===== config.mk =====
export PLATFORM = sky130hd
export DESIGN_NAME = nand_cfg_regs
export DESIGN_NICKNAME = d
export VERILOG_FILES = /design/src/rtl/nand_cfg_pkg.sv /design/src/rtl/nand_cfg_preg.sv /design/src/rtl/nand_cfg_lock.sv /design/src/rtl/nand_cfg_irq.sv /design/src/rtl/nand_cfg_regs.sv
export SDC_FILE = /design/constraint.sdc
export NUM_CORES = 1
export LEC_CHECK = 0
export BUFFER_PORTS_ARGS = -buffer_cell sky130_fd_sc_hd__buf_2
export CAP_MARGIN = 20
export CORE_MARGIN = 5
export CORE_UTILIZATION = 49
export CTS_CLUSTER_DIAMETER = 100
export DETAILED_ROUTE_END_ITERATION = 10
export PLACE_DENSITY = 0.87
export SYNTH_ARGS = -nofsm -noshare
export SYNTH_HDL_FRONTEND = slang
export SYNTH_SLANG_ARGS = --single-unit

===== constraint.sdc =====
create_clock -name clk -period 1.3 [get_ports clk]
set_input_delay 0.065 -clock clk [delete_from_list [all_inputs] [get_ports clk]]
set_output_delay 0.065 -clock clk [all_outputs]
set_load 0.02 [all_outputs]

===== src/rtl/nand_cfg_pkg.sv =====
package nand_cfg_pkg;
   localparam int unsigned OFS_CMD  = 0;
   localparam int unsigned OFS_KEY  = 1;
   localparam int unsigned OFS_IFC  = 2;
   localparam int unsigned OFS_TIM  = 3;
   localparam int unsigned OFS_MASK = 4;
   localparam int unsigned OFS_STAT = 5;
   localparam int unsigned OFS_LIVE = 6;
   localparam int unsigned OFS_CEC  = 7;

   localparam int unsigned IFC_W  = 4;
   localparam int unsigned TIM_W  = 26;
   localparam int unsigned EV_N   = 6;
   localparam int unsigned LIVE_W = 7;

   typedef struct packed {
      logic wp_en;
      logic large_blk;
      logic long_addr;
      logic bus16;
   } ifc_t;
endpackage


===== src/rtl/nand_cfg_preg.sv =====
module nand_cfg_preg #(
   parameter int unsigned W     = 4,
   parameter int unsigned BUS_W = 32
) (
   input  logic             clk,
   input  logic             rst_n,
   input  logic             we,
   input  logic [BUS_W-1:0] wdata,
   input  logic [BUS_W-1:0] bmask,
   output logic [W-1:0]     q
);
   generate
      if (W > BUS_W) begin : g_bad_w
         $error("nand_cfg_preg: W exceeds BUS_W");
      end
   endgenerate

   always_ff @(posedge clk or negedge rst_n) begin
      if (!rst_n)  q <= '0;
      else if (we) q <= (q & ~bmask[W-1:0]) | (wdata[W-1:0] & bmask[W-1:0]);
   end
endmodule


===== src/rtl/nand_cfg_lock.sv =====
module nand_cfg_lock (
   input  logic clk,
   input  logic rst_n,
   input  logic key_wr,
   input  logic key_hit,
   input  logic prot_wr,
   output logic unlocked,
   output logic prot_we
);
   assign prot_we = prot_wr & unlocked;

   always_ff @(posedge clk or negedge rst_n) begin
      if (!rst_n)       unlocked <= 1'b0;
      else if (key_wr)  unlocked <= key_hit;
      else if (prot_we) unlocked <= 1'b0;
   end


   relock_chk: assert property (@(posedge clk) disable iff (!rst_n)
      prot_we |=> !unlocked);


   badkey_chk: assert property (@(posedge clk) disable iff (!rst_n)
      (key_wr && !key_hit) |=> !unlocked);
endmodule


===== src/rtl/nand_cfg_irq.sv =====
module nand_cfg_irq #(
   parameter int unsigned EV_N = 6
) (
   input  logic            clk,
   input  logic            rst_n,
   input  logic [EV_N-1:0] ev,
   input  logic [EV_N-1:0] mask,
   input  logic            rd_clr,
   output logic [EV_N-1:0] sticky,
   output logic            irq
);
   logic [EV_N-1:0] ev_q;
   logic [EV_N-1:0] rise;

   always_ff @(posedge clk or negedge rst_n) begin
      if (!rst_n) ev_q <= '0;
      else        ev_q <= ev;
   end

   assign rise = ev & ~ev_q;

   generate
      for (genvar i = 0; i < EV_N; i++) begin : g_bit
         always_ff @(posedge clk or negedge rst_n) begin
            if (!rst_n)       sticky[i] <= 1'b0;
            else if (rise[i]) sticky[i] <= 1'b1;
            else if (rd_clr)  sticky[i] <= 1'b0;
         end
      end
   endgenerate

   assign irq = |(sticky & mask);


   edge_set_chk: assert property (@(posedge clk) disable iff (!rst_n)
      (rise != '0) |=> ((sticky & $past(rise)) == $past(rise)));


   rd_clear_chk: assert property (@(posedge clk) disable iff (!rst_n)
      rd_clr |=> (sticky == $past(rise)));


   irq_quiet_chk: assert property (@(posedge clk) disable iff (!rst_n)
      (sticky == '0) |-> !irq);
endmodule


===== src/rtl/nand_cfg_regs.sv =====
module nand_cfg_regs
   import nand_cfg_pkg::*;
#(
   parameter int unsigned ADDR_W   = 4,
   parameter int unsigned BUS_W    = 32,
   parameter logic [15:0] LOCK_KEY = 16'hA25E,
   parameter logic [7:0]  RST_CMD  = 8'hFF,
   parameter bit          RD_REG   = 1'b1
) (
   input  logic               clk,
   input  logic               rst_n,
   input  logic [ADDR_W-1:0]  bus_addr,
   input  logic [BUS_W-1:0]   bus_wdata,
   input  logic [BUS_W/8-1:0] bus_be,
   input  logic               bus_wr,
   input  logic               bus_rd,
   output logic [BUS_W-1:0]   bus_rdata,
   input  logic               ev_nand_rdy,
   input  logic               ev_ctrl_rdy,
   input  logic               ev_ecc_rdy,
   input  logic               ev_dec_err,
   input  logic               ev_dec_fail,
   input  logic               ev_wp_fault,
   input  logic [1:0]         ecc_fix_cnt,
   output logic               cfg_wp_en,
   output logic               cfg_large_blk,
   output logic               cfg_long_addr,
   output logic               cfg_bus16,
   output logic [25:0]        tim_cfg,
   output logic               ce_auto,
   output logic               ctl_soft_rst,
   output logic               irq
);
   localparam int unsigned BE_W = BUS_W / 8;

   generate
      if (BUS_W < TIM_W || (BUS_W % 8) != 0) begin : g_bad_bus
         $error("nand_cfg_regs: BUS_W must be a byte multiple holding the timing word");
      end
      if (ADDR_W < 3) begin : g_bad_addr
         $error("nand_cfg_regs: ADDR_W too small for the register map");
      end
   endgenerate

   logic [BUS_W-1:0] bmask;
   generate
      for (genvar b = 0; b < BE_W; b++) begin : g_bmask
         assign bmask[b*8 +: 8] = {8{bus_be[b]}};
      end
   endgenerate

   logic hit_cmd, hit_key, hit_ifc, hit_tim, hit_mask, hit_stat, hit_cec;
   assign hit_cmd  = (bus_addr == ADDR_W'(OFS_CMD));
   assign hit_key  = (bus_addr == ADDR_W'(OFS_KEY));
   assign hit_ifc  = (bus_addr == ADDR_W'(OFS_IFC));
   assign hit_tim  = (bus_addr == ADDR_W'(OFS_TIM));
   assign hit_mask = (bus_addr == ADDR_W'(OFS_MASK));
   assign hit_stat = (bus_addr == ADDR_W'(OFS_STAT));
   assign hit_cec  = (bus_addr == ADDR_W'(OFS_CEC));

   // key guard
   logic unlocked, prot_we;
   logic key_wr, key_hit, prot_wr;
   assign key_wr  = bus_wr & hit_key;
   assign key_hit = (bus_be[1:0] == 2'b11) && (bus_wdata[15:0] == LOCK_KEY);
   assign prot_wr = bus_wr & (hit_ifc | hit_tim);

   nand_cfg_lock u_lock (
      .clk      (clk),
      .rst_n    (rst_n),
      .key_wr   (key_wr),
      .key_hit  (key_hit),
      .prot_wr  (prot_wr),
      .unlocked (unlocked),
      .prot_we  (prot_we)
   );

   // protected registers
   logic [IFC_W-1:0] ifc_q;
   logic [TIM_W-1:0] tim_q;
   ifc_t             ifc_s;

   nand_cfg_preg #(.W(IFC_W), .BUS_W(BUS_W)) u_ifc (
      .clk   (clk),
      .rst_n (rst_n),
      .we    (prot_we & hit_ifc),
      .wdata (bus_wdata),
      .bmask (bmask),
      .q     (ifc_q)
   );

   nand_cfg_preg #(.W(TIM_W), .BUS_W(BUS_W)) u_tim (
      .clk   (clk),
      .rst_n (rst_n),
      .we    (prot_we & hit_tim),
      .wdata (bus_wdata),
      .bmask (bmask),
      .q     (tim_q)
   );

   assign ifc_s         = ifc_t'(ifc_q);
   assign cfg_wp_en     = ifc_s.wp_en;
   assign cfg_large_blk = ifc_s.large_blk;
   assign cfg_long_addr = ifc_s.long_addr;
   assign cfg_bus16     = ifc_s.bus16;
   assign tim_cfg       = tim_q;

   // open registers
   logic [EV_N-1:0] mask_q;
   logic            cec_q;
   logic            rst_pulse;

   always_ff @(posedge clk or negedge rst_n) begin
      if (!rst_n) begin
         mask_q    <= '0;
         cec_q     <= 1'b0;
         rst_pulse <= 1'b0;
      end else begin
         if (bus_wr && hit_mask)
            mask_q <= (mask_q & ~bmask[EV_N-1:0]) | (bus_wdata[EV_N-1:0] & bmask[EV_N-1:0]);
         if (bus_wr && hit_cec && bus_be[0])
            cec_q <= bus_wdata[0];
         rst_pulse <= bus_wr && hit_cmd && bus_be[0] && (bus_wdata[7:0] == RST_CMD);
      end
   end

   assign ce_auto      = cec_q;
   assign ctl_soft_rst = rst_pulse;

   // sticky interrupt status
   logic [EV_N-1:0] ev_vec;
   logic [EV_N-1:0] sticky;
   logic            rd_clr;
   assign ev_vec = {ev_nand_rdy, ev_ctrl_rdy, ev_dec_fail, ev_dec_err, ev_ecc_rdy, ev_wp_fault};
   assign rd_clr = bus_rd & hit_stat;

   nand_cfg_irq #(.EV_N(EV_N)) u_irq (
      .clk    (clk),
      .rst_n  (rst_n),
      .ev     (ev_vec),
      .mask   (mask_q),
      .rd_clr (rd_clr),
      .sticky (sticky),
      .irq    (irq)
   );

   // read path
   logic [LIVE_W-1:0] live;
   logic [BUS_W-1:0]  rd_val;
   assign live = {ev_dec_fail, ecc_fix_cnt, ev_dec_err, ev_ecc_rdy, ev_ctrl_rdy, ev_nand_rdy};

   always_comb begin
      rd_val = '0;
      if (hit_ifc)  rd_val[IFC_W-1:0]  = ifc_q;
      if (hit_tim)  rd_val[TIM_W-1:0]  = tim_q;
      if (hit_mask) rd_val[EV_N-1:0]   = mask_q;
      if (hit_stat) rd_val[EV_N-1:0]   = sticky;
      if (hit_live_f(bus_addr)) rd_val[LIVE_W-1:0] = live;
      if (hit_cec)  rd_val[0]          = cec_q;
   end

   function automatic logic hit_live_f(input logic [ADDR_W-1:0] a);
      return a == ADDR_W'(OFS_LIVE);
   endfunction

   generate
      if (RD_REG) begin : g_rd_reg
         always_ff @(posedge clk or negedge rst_n) begin
            if (!rst_n)      bus_rdata <= '0;
            else if (bus_rd) bus_rdata <= rd_val;
            else             bus_rdata <= '0;
         end
      end else begin : g_rd_comb
         assign bus_rdata = bus_rd ? rd_val : '0;
      end
   endgenerate


   locked_ifc_chk: assert property (@(posedge clk) disable iff (!rst_n)
      (bus_wr && hit_ifc && !unlocked) |=> $stable(ifc_q));


   locked_tim_chk: assert property (@(posedge clk) disable iff (!rst_n)
      (bus_wr && hit_tim && !unlocked) |=> $stable(tim_q));


   soft_rst_src_chk: assert property (@(posedge clk) disable iff (!rst_n)
      ctl_soft_rst |-> $past(bus_wr && hit_cmd && bus_wdata[7:0] == RST_CMD));
endmodule


Yosys cells after proc, flatten, opt, wreduce, memory -nomap -nowiden
Cells that the tools add are included.

Register bits after elaboration: 83. Bits in latches: 0. Memory bits (writable): 0. ROM bits: 0. Input port bits: 52. Logic and storage cells: 78. Memories: 0.

Add/subtract/negate cells: 0. Multiply operators: 0. Divide/modulo/power cells: 0. Magnitude comparators: 0. Eq/ne operators: 10. Shifts and indexed selects: 0. Multiplexer cells: 16. Bitwise gates (word level): 22. Reductions and logical operators: 16.

Operator list (count): $and 26x26->26 (2); $mux 26 (2); $not 26->26 (1); $or 26x26->26 (1); $and 6x6->6 (4); $eq 16x16->1 const B (1); $eq 4x3->1 const B (4); $reduce_bool 2->1 (7); $mux 6 (2); $not 6->6 (2); $mux 1 (10); $and 4x4->4 (2); $eq 4x2->1 const B (2); $eq 8x8->1 const B (1); $logic_and 1x1->1 (7); $mux 7 (1); $and 1x1->1 (6); $or 6x6->6 (1); $reduce_or 6->1 (1); $eq 4x1->1 const B (1); $logic_not 4->1 (1); $mux 4 (1); $not 4->4 (1); $or 4x4->4 (1); 2 further kinds (2).

Depth between registers and ports, before layout
Depth after elaboration: 8. Gate-level depth with buffers: 6. Gate-level depth less buffers: 4.

Hierarchy
Synthesis repeated with hierarchy kept, for this count alone.

Cells, all modules: 292. Area total of the unflattened synthesis: 3485.8 sq um.

Modules (own cells, without submodules): nand_cfg_regs (times used 1, cells each 160, area each 1691.6 sq um, sequential area each 850.8 sq um); nand_cfg_preg (u_tim) (times used 1, cells each 81, area each 1157.4 sq um, sequential area each 650.6 sq um); nand_cfg_irq (times used 1, cells each 34, area each 410.4 sq um, sequential area each 300.3 sq um); nand_cfg_preg (u_ifc) (times used 1, cells each 12, area each 175.2 sq um, sequential area each 100.1 sq um); nand_cfg_lock (times used 1, cells each 5, area each 51.3 sq um, sequential area each 25.0 sq um).

Least setup slack after synthesis
OpenSTA, ideal clock, no wires.

Path type: register to register. From: reg u_lock.unlocked. To: reg (tool-made name). Setup time: 0.125 ns. Arrival time: 1.070 ns. Required time: 1.175 ns. Path slack: 0.105 ns. Stages on the path, launching flop included: 5. Path buffers: 0. Period minus slack after synthesis: 1.195 ns. Path through: dfrtp_1 > nand3_1 > nor2_4 > nand2_4 > mux2_4.

RTL lines: start: declaration (RTL line nand_cfg_lock.sv:7) `output logic unlocked,`; start signal: assignment (RTL line nand_cfg_lock.sv:14) `else if (key_wr) unlocked <= key_hit;`.

==> metrics.md <==
| Metric | Value |
|---|---|
| Placer congestion estimate | roughly 0.90 |
| Post-synthesis mux area share | 15.1% |
| Tmin final | 1.31 ns |
| Sink Count | 77 |
| Leading post-synthesis cells by cell area | dfrtp_1 (60%), mux2_4 (7.4%), mux2_2 (7.3%), and2_1 (3.7%), o21ai_0 (2.3%) |
| Commonest cells after routing, fill and taps aside | buf_2 (103), dfrtp_1 (77), dlygate4sd3_1 (35), mux2_2 (21), buf_4 (20) |
| Die height | 91.2 um |
| Worst Path Arrival | 1.53 ns |
| Routed length per instance | approximately 18 um |
| Post-synth ARST share | 100% |
| Failing checks | setup timing |
| Largest net degree at the start of global routing | 37 |
| Compound-cell area share of the yosys netlist | roughly 8.3% |
| Floorplan row count | 29 |
| Post-Syn Instances | 247 |
| H-tree level count | 3 |
| Setup CP Type | reg -> reg |
| Worst-path clk slew | ~0.080 ns |
| ANT nets after route | 0 |
| PnR worst setup slack | -0.00540 ns |
| Final hold violation count | 0 |
| Via count | 2598 |
| Die footprint | 0.00832 mm2 |
| Routed vias/inst | 5.30 |
| Max_cap viols | 0 |
| Cell area after layout | 0.00454 mm2 |
| Most common cell after layout, fill and taps aside | buf_2 |
| Final Max Slew Viols | 0 |
| CTS Buffer Depth | 2 |
| Comb power frac | 11.8% |
| All-Layer GR Usage | a little over a fifth |
| Post-Synth Simple-Gate Area | 13.4% |
| Width of the die | 91.2 um |
| Number of flops mapped to enable cells by yosys | 0 |
| Synth area leader | dfrtp_1 |
| Main combinational cell family by area after synthesis | multiplexers |
| HP Start | bus_wdata[1] |
| TritonRoute pass-1 iters | 5 |
| Post-Syn Area per Cell | 13.1 um2 |
| Antenna Cells | 0 |
| RSZ-0062 raised after global routing | yes |
| GRT busiest layer | met2 |
| Synthesized area | between 0.003 and 0.004 mm2 |
| Total CTS buffers | 9 |
| #FFs+latches synth | 77 |
| Cells after DPL | 434 |
| Clock Tree Root | clkbuf_8 |
| Fin Hold WS | 0.0176 ns |
| Placed cell area | 0.00393 mm2 |
| Core area | 0.00639 mm2 |
| Most used DFF post-synth | dfrtp_1 |
| Share of layout cells above drive strength 1 | a little under half |
| Synth Area in Adders | 0% |
| Peak VDD IR | a little over 0.7 mV |
| Post-Layout Cell Count | 490 |
| Sequential power share | 50.5% |
| Met1 GRT Util | 27.4% |
| Reg-to-reg slack, setup | -0.005 ns |
| Static leakage | 2.49 nW |
| Initial Util | approximately half |
| Switch share | 24.9% |
| YS warnings | 0 |
| M3 GR Usage | 5.79% |
| Nets@finish | 460 |
| Final setup viols | 1 |
| Int Pwr | 0.00375 W |
| WP data required | 1.53 ns |
| Share of the synthesized area in the top cell type | 59.6% |
| Clk pwr share | 37.7% |
| Tcrit/Tclk final | 100% |
| Hpwl dp | 5.97 mm |
| R2R depth | 4 |
| XOR/XNOR share of the synthesized area | 0% |
| Area Overhead vs Synth | 40.6% |
| Reg2reg start | u_lock.unlocked |
| Setup crit start | u_lock.unlocked |
| Seq/Total Area, Yosys | 59.6% |
| Hold path cells | 2 |
| Worst hold path class | in -> reg |
| Netlist cell types | 41 |
| Final wirelength | 8.79 mm |
| Dpl ws | -0.218 ns |
| DR iter-0 viols | 115 |
| Clock Latency Late Sink | 0.35 ns |
| Initial antenna violation count | 0 |
| PortBufs | between 100 and 150 |
| # DRC | 0 |
| Startpoint class of the critical path | flip-flop |
| Pwr/cell area | 1100 mW/mm2 |
| Number of global-route vias before repair | 2737 |
| First-pass GRT wire length | 14.3 mm |
| I/O Pins | 117 |
| Switch Pwr | 0.00124 W |
| GRT met2 Usage | around 36% |
| Status | finished with violations |
| Final Skew | between 0.01 and 0.015 ns |
| Critical path capture point type | flip-flop |
| Grt total ovfl | 0 |
| CTS tree | built |
| Fmax achieved | 766 MHz |
| Maximum fanout along the worst path | 8 |
## cells in the mapped netlist (3+ instances only)
library cell / count
dfrtp_1: 77
mux2_2: 21
and2_1: 19
mux2_4: 16
o21ai_0: 15
nand2_1: 12
buf_4: 7
nor2_1: 7
a211oi_1: 6
a22oi_1: 6
inv_1: 6
buf_2: 4
nand3_1: 4
clkbuf_1: 3
nand4_1: 3
nor2b_1: 3
nor3b_1: 3
o21a_1: 3
## worst max path at each step
stage                     cells after the start             to  slack (ns)
final                                         4      flip-flop      -0.005
after global routing                          4      flip-flop       -0.05
after CTS                                     3            irq       -0.01
after detailed placement                      5  bus_rdata[25]       -0.22
after global placement                        5      flip-flop       -0.13
after floorplan                               4      flip-flop        0.10
## final cells by class
type	count	area, um2
Clock inverter	5	58.8
Tap cell	77	96.3
Sequential cell	77	1930
Timing Repair Buffer	160	1060
Clock buffer	11	151
Inverter	6	22.5
Fill cell	416	1840
Multi-Input combinational cell	154	1230
## critical path, stage by stage (launching register included)
cell	delay [ns]
dfrtp_1	0.38
nand3_2	0.11
nor2_4	0.21
nand2_4	0.15
mux2_4	0.33
## metrics by stage
step | utilization, % | total power [W] | setup TNS (ns)
finish | 71.1 | 0.00499 | -0.00540
global route | 71.1 | 0.00520 | -0.364
CTS | 70.5 | 0.00497 | -0.0116
detailed placement | 61.5 | 0.00301 | -6.64
global placement | 61.5 | 0.00300 | -4.38
floorplan | - | 0.00277 | 0
## power groups by stage
stage | clock network, W | registers, W | logic, W
floorplan | 0 | 0.00256 | 0.000210
global placement | 0 | 0.00257 | 0.000430
detailed placement | 0 | 0.00257 | 0.000444
CTS | 0.00190 | 0.00252 | 0.000545
global route | 0.00204 | 0.00253 | 0.000642
finish | 0.00188 | 0.00252 | 0.000589
## kinds of logic after synthesis
logic type / count (synthesis)
other: 1
AO/OA/AOI/OAI: 40
flip-flops: 77
buffers and inverters: 21
multiplexers: 38
AND/OR/NAND/NOR: 70
## repair_timing
action | CTS | global route
hold endpoints to repair | 78 | 0
gates resized for setup | 0 | 5
setup endpoints to repair | 6 | 24
hold buffers | 35 | 0
setup buffers | 2 | 3
pin swaps | 1 | 3
## routing by layer
metal	wire length, um	share of wire, %
met5	0	0
met4	192	2.2
met3	614	7.0
met2	4360	50
met1	3620	41
Power figures use the tool's default switching activity.
